$ cat config.mk
export PLATFORM = sky130hd
export DESIGN_NAME = blk_reorder_top
export DESIGN_NICKNAME = d
export VERILOG_FILES = /design/src/rtl/reorder_pkg.sv /design/src/rtl/idx_rotr.sv /design/src/rtl/blk_ram.sv /design/src/rtl/reorder_seq.sv /design/src/rtl/blk_reorder_top.sv
export SDC_FILE = /design/constraint.sdc
export NUM_CORES = 1
export LEC_CHECK = 0
export BUFFER_PORTS_ARGS = -buffer_cell sky130_fd_sc_hd__buf_2
export CAP_MARGIN = 20
export CORE_MARGIN = 1.5
export CORE_UTILIZATION = 39
export DETAILED_ROUTE_END_ITERATION = 8
export SETUP_SLACK_MARGIN = 0.2
export SYNTH_ARGS = -nofsm -noshare
export SYNTH_HDL_FRONTEND = slang
export SYNTH_SLANG_ARGS = --single-unit
$ cat constraint.sdc
create_clock -name clk -period 4.9 [get_ports clk]
set_clock_uncertainty 0.2 [all_clocks]
set_input_delay 0.49 -clock clk [delete_from_list [all_inputs] [get_ports clk]]
set_output_delay 0.49 -clock clk [all_outputs]
set_load 0.05 [all_outputs]
$ cat src/rtl/reorder_pkg.sv
package reorder_pkg;
  typedef enum logic [2:0] {
    ST_IDLE,
    ST_SCAN,
    ST_MV_RD,
    ST_MV_WR,
    ST_TMP_WR,
    ST_FIN
  } seq_state_t;
endpackage

$ cat src/rtl/idx_rotr.sv
// Rotates an index right by one bit: bit 0 wraps to the top.
module idx_rotr #(
  parameter int IW = 4
) (
  input  logic [IW-1:0] idx_in,
  output logic [IW-1:0] idx_out
);
  for (genvar i = 0; i < IW; i++) begin : g_bit
    assign idx_out[i] = idx_in[(i + 1) % IW];
  end
endmodule

$ cat src/rtl/blk_ram.sv
// Single-port memory, one access per clock, registered read (read-first).
module blk_ram #(
  parameter int DEPTH = 16,
  parameter int WIDTH = 32,
  localparam int AW = $clog2(DEPTH)
) (
  input  logic             clk,
  input  logic             we,
  input  logic [AW-1:0]    addr,
  input  logic [WIDTH-1:0] wdata,
  output logic [WIDTH-1:0] rdata
);
  logic [WIDTH-1:0] store [DEPTH];

  always_ff @(posedge clk) begin
    if (we) store[addr] <= wdata;
    rdata <= store[addr];
  end
endmodule

$ cat src/rtl/reorder_seq.sv
// Cycle-following sequencer: one spare block register, visited bit per slot.
module reorder_seq
  import reorder_pkg::*;
#(
  parameter int NUM_BLK = 16,
  parameter int BLK_W   = 32,
  localparam int IW = $clog2(NUM_BLK)
) (
  input  logic             clk,
  input  logic             rst,
  input  logic             start,
  output logic             busy,
  output logic             done,
  output logic [IW-1:0]    mem_addr,
  output logic             mem_we,
  output logic [BLK_W-1:0] mem_wdata,
  input  logic [BLK_W-1:0] mem_rdata
);
  localparam logic [IW-1:0] LAST = IW'(NUM_BLK - 1);

  seq_state_t         state;
  logic [IW-1:0]      scan_idx;
  logic [IW-1:0]      leader;
  logic [IW-1:0]      cur;
  logic               first_mv;
  logic [BLK_W-1:0]   spare;
  logic [NUM_BLK-1:0] visited;

  logic [IW-1:0] scan_rot;
  logic [IW-1:0] cur_rot;
  logic          scan_skip;

  idx_rotr #(.IW(IW)) u_rot_scan (.idx_in(scan_idx), .idx_out(scan_rot));
  idx_rotr #(.IW(IW)) u_rot_cur  (.idx_in(cur),      .idx_out(cur_rot));

  assign scan_skip = visited[scan_idx] || (scan_rot == scan_idx);

  always_ff @(posedge clk) begin
    if (rst) begin
      state    <= ST_IDLE;
      scan_idx <= '0;
      leader   <= '0;
      cur      <= '0;
      first_mv <= 1'b0;
      spare    <= '0;
      visited  <= '0;
    end else begin
      unique case (state)
        ST_IDLE: begin
          if (start) begin
            state    <= ST_SCAN;
            scan_idx <= '0;
            visited  <= '0;
          end
        end
        ST_SCAN: begin
          if (scan_skip) begin
            visited[scan_idx] <= 1'b1;
            if (scan_idx == LAST) state <= ST_FIN;
            else                  scan_idx <= scan_idx + 1'b1;
          end else begin
            leader   <= scan_idx;
            cur      <= scan_rot;
            first_mv <= 1'b1;
            state    <= ST_MV_RD;
          end
        end
        ST_MV_RD: begin
          if (first_mv) spare <= mem_rdata;
          first_mv <= 1'b0;
          state    <= ST_MV_WR;
        end
        ST_MV_WR: begin
          visited[cur] <= 1'b1;
          cur          <= cur_rot;
          state        <= (cur_rot == leader) ? ST_TMP_WR : ST_MV_RD;
        end
        ST_TMP_WR: begin
          visited[leader] <= 1'b1;
          if (scan_idx == LAST) state <= ST_FIN;
          else begin
            scan_idx <= scan_idx + 1'b1;
            state    <= ST_SCAN;
          end
        end
        ST_FIN:  state <= ST_IDLE;
        default: state <= ST_IDLE;
      endcase
    end
  end

  always_comb begin
    mem_addr  = '0;
    mem_we    = 1'b0;
    mem_wdata = mem_rdata;
    unique case (state)
      ST_SCAN:   mem_addr = scan_rot;
      ST_MV_RD:  mem_addr = cur_rot;
      ST_MV_WR:  begin mem_addr = cur;    mem_we = 1'b1; end
      ST_TMP_WR: begin mem_addr = leader; mem_we = 1'b1; mem_wdata = spare; end
      default:   mem_addr = '0;
    endcase
  end

  assign busy = (state == ST_SCAN) || (state == ST_MV_RD) ||
                (state == ST_MV_WR) || (state == ST_TMP_WR);
  assign done = (state == ST_FIN);

  // Fixed points are never written.
  assert_fixed_untouched_R3: assert property (@(posedge clk) disable iff (rst)
    mem_we |-> (mem_addr != '0 && mem_addr != LAST));

  // No slot written twice within one run.
  assert_single_write_R4: assert property (@(posedge clk) disable iff (rst)
    mem_we |-> !visited[mem_addr]);

  // Completion pulse lasts one clock and is not overlapped by busy.
  assert_done_pulse_R5: assert property (@(posedge clk) disable iff (rst)
    done |=> !done);
  assert_done_idle_R5: assert property (@(posedge clk) disable iff (rst)
    done |-> !busy);

  // A start mid-run never restarts the scan.
  assert_start_ignored_R6: assert property (@(posedge clk) disable iff (rst)
    (busy && start) |=> (busy || done));

  // Busy only rises as a result of a start.
  assert_busy_from_start_R9: assert property (@(posedge clk) disable iff (rst)
    $rose(busy) |-> $past(start));
endmodule

$ cat src/rtl/blk_reorder_top.sv
module blk_reorder_top #(
  parameter int NUM_BLK = 16,
  parameter int BLK_W   = 32,
  localparam int IDX_W = $clog2(NUM_BLK)
) (
  input  logic             clk,
  input  logic             rst,
  input  logic             start,
  output logic             busy,
  output logic             done,
  input  logic             ld_en,
  input  logic [IDX_W-1:0] ld_addr,
  input  logic [BLK_W-1:0] ld_data,
  input  logic [IDX_W-1:0] rd_addr,
  output logic [BLK_W-1:0] rd_data
);
  logic [IDX_W-1:0] seq_addr;
  logic             seq_we;
  logic [BLK_W-1:0] seq_wdata;
  logic [IDX_W-1:0] ram_addr;
  logic             ram_we;
  logic [BLK_W-1:0] ram_wdata;
  logic [BLK_W-1:0] ram_rdata;

  reorder_seq #(.NUM_BLK(NUM_BLK), .BLK_W(BLK_W)) u_seq (
    .clk       (clk),
    .rst       (rst),
    .start     (start),
    .busy      (busy),
    .done      (done),
    .mem_addr  (seq_addr),
    .mem_we    (seq_we),
    .mem_wdata (seq_wdata),
    .mem_rdata (ram_rdata)
  );

  // The sequencer owns the single port for the whole run.
  always_comb begin
    if (busy) begin
      ram_addr  = seq_addr;
      ram_we    = seq_we;
      ram_wdata = seq_wdata;
    end else begin
      ram_addr  = ld_en ? ld_addr : rd_addr;
      ram_we    = ld_en;
      ram_wdata = ld_data;
    end
  end

  blk_ram #(.DEPTH(NUM_BLK), .WIDTH(BLK_W)) u_ram (
    .clk   (clk),
    .we    (ram_we),
    .addr  (ram_addr),
    .wdata (ram_wdata),
    .rdata (ram_rdata)
  );

  assign rd_data = ram_rdata;

  // Load-port writes never reach memory during a run.
  assert_load_blocked_R7: assert property (@(posedge clk) disable iff (rst)
    (busy && ld_en && !seq_we) |-> !ram_we);
endmodule

# Yosys cells after proc, flatten, opt, wreduce, memory -nomap -nowiden
# Memories as Yosys holds them, arrays and structs flattened. A register that Yosys moved wholly into a read port is not among the register bits.
# Cells that the tools add are included.
# Widths: inputs -> output; s select.
[word_totals]
regBits = 64
ram_bits = 512
input_bits = 44
output_inout_bits = 34
word_cells = 85
mem_count = 1
[mem_list]
columns = ["name", "depth", "word_bits", "read_ports", "rd_ports_with_merged_regs", "write_ports", "line_no", "rtl"]
rows = [
  ["u_ram.store", 16, 32, 1, 1, 1, "blk_ram.sv:13", "logic [WIDTH-1:0] store [DEPTH];"],
]
[op_classes]
addsub = 1
order_cmp = 6
eq_ne = 12
n_mux = 34
bitwise_logic = 4
reduce_logical = 20
[op_table]
columns = ["cell", "count"]
rows = [
  ["$mux 32", 2],
  ["$pmux 16 s4", 1],
  ["$or 16x16->16", 3],
  ["$mux 16", 2],
  ["$mux 4", 6],
  ["$pmux 4 s4", 1],
  ["$lt 4x5->1 const B", 3],
  ["$mux 3", 5],
  ["$pmux 3 s5", 1],
  ["$demux 1 s4", 3],
  ["$ge 4x1->1 const B", 3],
  ["$pmux 4 s3", 1],
  ["$reduce_and 2->1", 5],
  ["$mux 1", 9],
  ["$eq 4x4->1", 2],
  ["$pmux 4 s2", 1],
  ["$eq 3x2->1 const B", 2],
  ["$eq 3x3->1 const B", 2],
  ["$reduce_and 3->1", 2],
  ["$add 4x1->4 const B", 1],
  ["$bmux 1 s4", 1],
  ["$eq 4x4->1 const B", 1],
  ["$logic_or 1x1->1", 4],
  ["$ne 2x2->1 const B", 2],
  ["11 further kinds", 14],
]

# Logic depth before layout (Yosys ltp)
[logic_depth]
ltp_word = 7
mapped_depth = 10
mapped_depth_nobuf = 7

# Modules after synthesis
# Synthesis repeated with hierarchy kept, for this count alone.
[hier_totals]
hier_cells = 1425
area_unflattened_um2 = 24375.9
[modules_own_cells]
columns = ["module", "instances", "cells_each", "area_per_inst_um2", "seq_area_each_um2"]
rows = [
  ["blk_ram", 1, 840, 19862.8, 16015.4],
  ["reorder_seq", 1, 526, 3798.6, 1281.2],
  ["blk_reorder_top", 1, 51, 654.4, 0.0],
  ["idx_rotr", 2, 4, 30.0, 0.0],
]

# Worst setup path after synthesis
# No wires, ideal clock.
[synth_path]
kind = "input to register"
startpoint = "input ld_en"
endpoint = "memory u_ram.store[0][0] (enable)"
arrival_time_ns = 3.720
required_time_ns = 4.279
setup_slack_ns = 0.559
cell_stages = 8
path_cell_list = "buf_4 mux2_2 a222oi_1 mux2i_4 clkbuf_1 buf_2 or3_1 nor2_1"
[synth_between]
elab_chain_cells = 3
word_cells_on_any_way = 5
classes_between = "5 x mux"
[synth_rtl]
columns = ["element", "line_no", "rtl"]
rows = [
  ["start: declaration", "blk_reorder_top.sv:11", "input logic ld_en,"],
  ["$mux 1", "blk_reorder_top.sv:39", "if (busy) begin"],
  ["$mux 1", "blk_ram.sv:16", "if (we) store[addr] <= wdata;"],
  ["$mux 1 (not written as such)", "blk_ram.sv:16", ""],
  ["end: declaration", "blk_ram.sv:13", ""],
]
# Parallel ways exist; a longest one is shown, timed or not.

# Worst setup path in the final report
[layout_path]
startpoint = "register u_seq.state[0]"
endpoint = "register u_ram.rdata[21] (read register of u_ram.store)"
[layout_between]
elab_chain_cells = 5
word_cells_on_any_way = 9
classes_between = "4 x eq/ne; 2 x mux; 3 x reduce/logical"
[layout_rtl]
columns = ["element", "line_no", "rtl"]
rows = [
  ["start: declaration", "reorder_seq.sv:21", "seq_state_t state;"],
  ["start signal: assignment", "reorder_seq.sv:76", "state <= (cur_rot == leader) ? ST_TMP_WR : ST_MV_RD;"],
  ["parallel branches: the longest is 4 deep, another holds $pmux 4 s4", "--", ""],
  ["$mux 4 *", "blk_reorder_top.sv:39", ""],
  ["end: declaration", "blk_ram.sv:11", "output logic [WIDTH-1:0] rdata"],
]
# Mark *: on every way between the ends.
# A chain may end at the register's enable or synchronous reset.

==> flow_metrics.env <==
export IMPL_syn_inst=1831
export IMPL_p_sw_mw=5.12
export IMPL_synth_nets=1884
export IMPL_start_util_pct=39.2
export IMPL_hp_class="primary input to flop"
export IMPL_path_delay_family="compound AO/OA/AOI/OAI gates"
export IMPL_yosys_area_top_type="edfxtp_1"
export IMPL_cp_depth=7
export IMPL_synth_edf_count=512
export IMPL_vias=15751
export IMPL_cpMostUsedCell="mux2i_1"
export IMPL_r2r_end="u_ram.rdata[21]$_DFF_P_"
export IMPL_boundaryPins=78
export IMPL_crit_fanout=148
export IMPL_wl_per_cell_um=22.3
export IMPL_required_ns=5.22
export IMPL_viasPerCell=5.62
export IMPL_r2r_start="u_seq.state[0]$_SDFFE_PP0P_"
export IMPL_clock_latency_ns=0.65
export IMPL_postRouteAntennaNets=0
export IMPL_r2r_cells=7
export IMPL_clkSinkCount=608
export IMPL_ys_flop_type="edfxtp_1"
export IMPL_fin_nets=1955
export IMPL_combPwrFrac_pct=26.1
export IMPL_cts_tree="done"
export IMPL_coreArea_um2=62900
export IMPL_crit_end="u_ram.rdata[21]$_DFF_P_"
export IMPL_fin_setup_tns_ns=0
export IMPL_dpl_cell_count=2673
export IMPL_drtIter0Drc=1459
export IMPL_dp_slack_ns=0.988
export IMPL_crit_type="flop to flop"
export IMPL_ff2ff_setup_slack_ns=0.96
export IMPL_finalWirelength_mm=62.6
export IMPL_ys_types=58
export IMPL_crit_path_top_delay_cell="dfxtp_1"
export IMPL_internal_power_mw=10.2
export IMPL_synth_seq_cells=608
export IMPL_cp_startpoint="u_seq.state[0]$_SDFFE_PP0P_"
export IMPL_first_pass_iters=6
export IMPL_clk_path_buf_depth=3
export IMPL_slew_headroom_pct=31.9
export IMPL_maxCapViolations=0
export IMPL_status="finished, final reports clean"
export IMPL_endpoint_kind="flop"
export IMPL_power_leakage_nw=9.89
export IMPL_finalCritPeriodShare_pct=80.4
export IMPL_die_x_um=255
export IMPL_clockPowerShare_pct=30.0
export IMPL_arrival_ns=4.25
export IMPL_slew_viol_final=0
export IMPL_worstPathCellList="mux2i_1 > a21oi_1 > o211ai_1 > buf_12 > mux2i_1 > a221oi_1 > or4_1"
export IMPL_setup_slack_ns=0.961
export IMPL_grt_first_pass_wirelength_mm=93.3
export IMPL_cp_start_kind="flop"
export IMPL_setup_viol=0
export IMPL_ctsResizeCount=0
export IMPL_drc=0
export IMPL_cpPeakStageDelay_ns=0.80
export IMPL_synth_commonest_cells="edfxtp_1, nand2_1, a21oi_1"
export IMPL_gr_total_overflow=0
export IMPL_power_per_cell_area_nw_per_um2=542
export IMPL_dp_final_hpwl_mm=34.3
export IMPL_insertedDiodeCount=0
export IMPL_hold_viol=0
export IMPL_synth_area_top_cells="edfxtp_1, dfxtp_1, nand2_1"
export IMPL_dieArea_um2=64800
export IMPL_row_count=92
export IMPL_grtUsageTotal_pct=19.1
export IMPL_post_route_min_period_ns=3.94
export IMPL_fmax_ghz=0.254
export IMPL_ys_warn_count=0
export IMPL_stdcell_count=2801
export IMPL_worstHoldStart="ld_data[16]"
export IMPL_grt_pass1_vias=14739
export IMPL_grt_max_degree=207
export IMPL_sw_frac_of_total_pct=33.4
export IMPL_holdBufCountCts=1
export IMPL_cts_root_buf="clkbuf_16"
export IMPL_syn_area_um2=24700
export IMPL_layout_drive_gt1_share_pct=14.7
export IMPL_cts_inserted_buffers=61
export IMPL_tightest_slew_ns=1.02
export IMPL_rsz0062_at_grt="no"
export IMPL_yosysSeqAreaShare_pct=70.1
export IMPL_die_y_um=255
export IMPL_port_buffers=77
export IMPL_ir_drop_mv=0.397
export IMPL_synthArstFlopShare_pct=0
export IMPL_place_gp_congestion=0.888
export IMPL_cts_clk_slew_worst_paths_ns=0.06
export IMPL_path_buf_inv=1
export IMPL_grt_antenna_before_repair=1
export IMPL_htreeDepth=2
export IMPL_yosysTopAreaCellShare_pct=62.3
export IMPL_yosys_cell_count_top_type="edfxtp_1"
export IMPL_syn2layout_area_growth_pct=14.6
export IMPL_syn_area_per_cell_um2=13.5
export IMPL_postCtsSetupBuffers=0
export IMPL_power_frac_seq_pct=43.9
==> worst register-to-register path: stages (launching register included) <==
cell and delay, ns:
dfxtp_1 0.80, mux2i_1 0.26, a21oi_1 0.11, o211ai_1 0.61, buf_12 0.73, mux2i_1 0.47, a221oi_1 0.13, or4_1 0.53
==> layout make-up <==
type	instances	area (um2)
clock buffer	71	1580
clock inverter	45	424
fill	5616	34600
inverter	6	22.5
multi-input combinational	1077	6880
sequential	608	17300
tap	846	1060
timing repair buffer	148	1020
==> cell families after synthesis <==
logic type / after synthesis / share of synthesized area, %
compound gates: 392 / 10.9
xor+xnor: 5 / 0.178
fa+ha+maj: 9 / 0.456
buf+inv: 146 / 2.65
flops: 608 / 70.1
mux: 151 / 6.49
simple gates: 520 / 9.24
==> cell usage in the layout, fill, tap and decap left out, types with 4 or more instances in the layout <==
cell type	synthesis	routed
bufinv_16	0	5
nor3_1	5	5
a22oi_1	6	6
mux2_2	6	6
buf_12	0	8
ha_1	9	9
buf_4	5	59
nor2_1	33	16
nand3_1	16	15
clkinv_1	1	16
edfxtp_1	512	512
a221oi_1	128	128
a22o_1	16	16
clkbuf_16	0	61
nand2_1	372	371
a21oi_2	4	4
or4_1	35	35
a21oi_1	169	169
o21ai_0	4	4
a32oi_1	11	11
mux2i_1	136	136
inv_1	5	5
nor2_4	0	17
clkbuf_1	95	8
nor2b_1	7	7
clkinvlp_4	0	6
clkinv_2	0	14
buf_2	28	79
a31oi_1	35	33
dfxtp_1	96	95
mux4_2	5	5
and3_1	36	35
xor2_1	4	4
==> through the flow <==
step | utilization (%) | hold slack (ns) | area (um2) | power (mW)
after global placement | 41.5 | 0.241 | 26100 | 10.7
after detailed placement | 41.6 | 0.247 | 26200 | 10.8
after global routing | 45.0 | 0.0896 | 28300 | 15.9
after CTS | 44.9 | 0.0875 | 28200 | 15.4
final | 45.0 | 0.0935 | 28300 | 15.3
after floorplan | - | 0.237 | 24700 | 9.50
==> routing by layer <==
layer / share of wire, % / GRT usage, %
met5: 0 / 0
met4: 2.0 / 5.39
met3: 5.8 / 2.26
met2: 48 / 31.1
met1: 44 / 27.1
==> flip-flops by register name (all words and copies together), names as in the netlist <==
| signal | count |
|---|---|
| u_ram.store | 512 |
| u_ram.rdata | 32 |
| u_seq.first_mv | 1 |
| u_seq.state | 3 |
| u_seq.leader | 4 |
| u_seq.spare | 32 |
| u_seq.visited | 16 |
| u_seq.scan_idx | 4 |
| u_seq.cur | 4 |
==> worst min-delay path by stage <==
stage | to | slack (ns) | cells past startpoint
final | u_ram.store[11][16]$_DFFE_PP_ | 0.09 | 3
after global routing | u_ram.store[11][16]$_DFFE_PP_ | 0.09 | 3
after CTS | u_ram.store[7][10]$_DFFE_PP_ | 0.09 | 3
after detailed placement | u_seq.spare[23]$_SDFFE_PP0P_ | 0.25 | 2
after global placement | u_seq.spare[30]$_SDFFE_PP0P_ | 0.24 | 2
after floorplan | u_seq.spare[0]$_SDFFE_PP0P_ | 0.24 | 2
==> power groups by stage <==
| stage | Combinational [mW] | Clock [mW] | Sequential (mW) |
|---|---|---|---|
| floorplan | 2.29 | 0 | 7.22 |
| global placement | 3.83 | 0 | 6.86 |
| detailed placement | 3.96 | 0 | 6.85 |
| CTS | 3.97 | 4.67 | 6.74 |
| global route | 4.32 | 4.87 | 6.76 |
| finish | 4.00 | 4.60 | 6.74 |
Note: power is estimated with default switching activity, not from simulation.
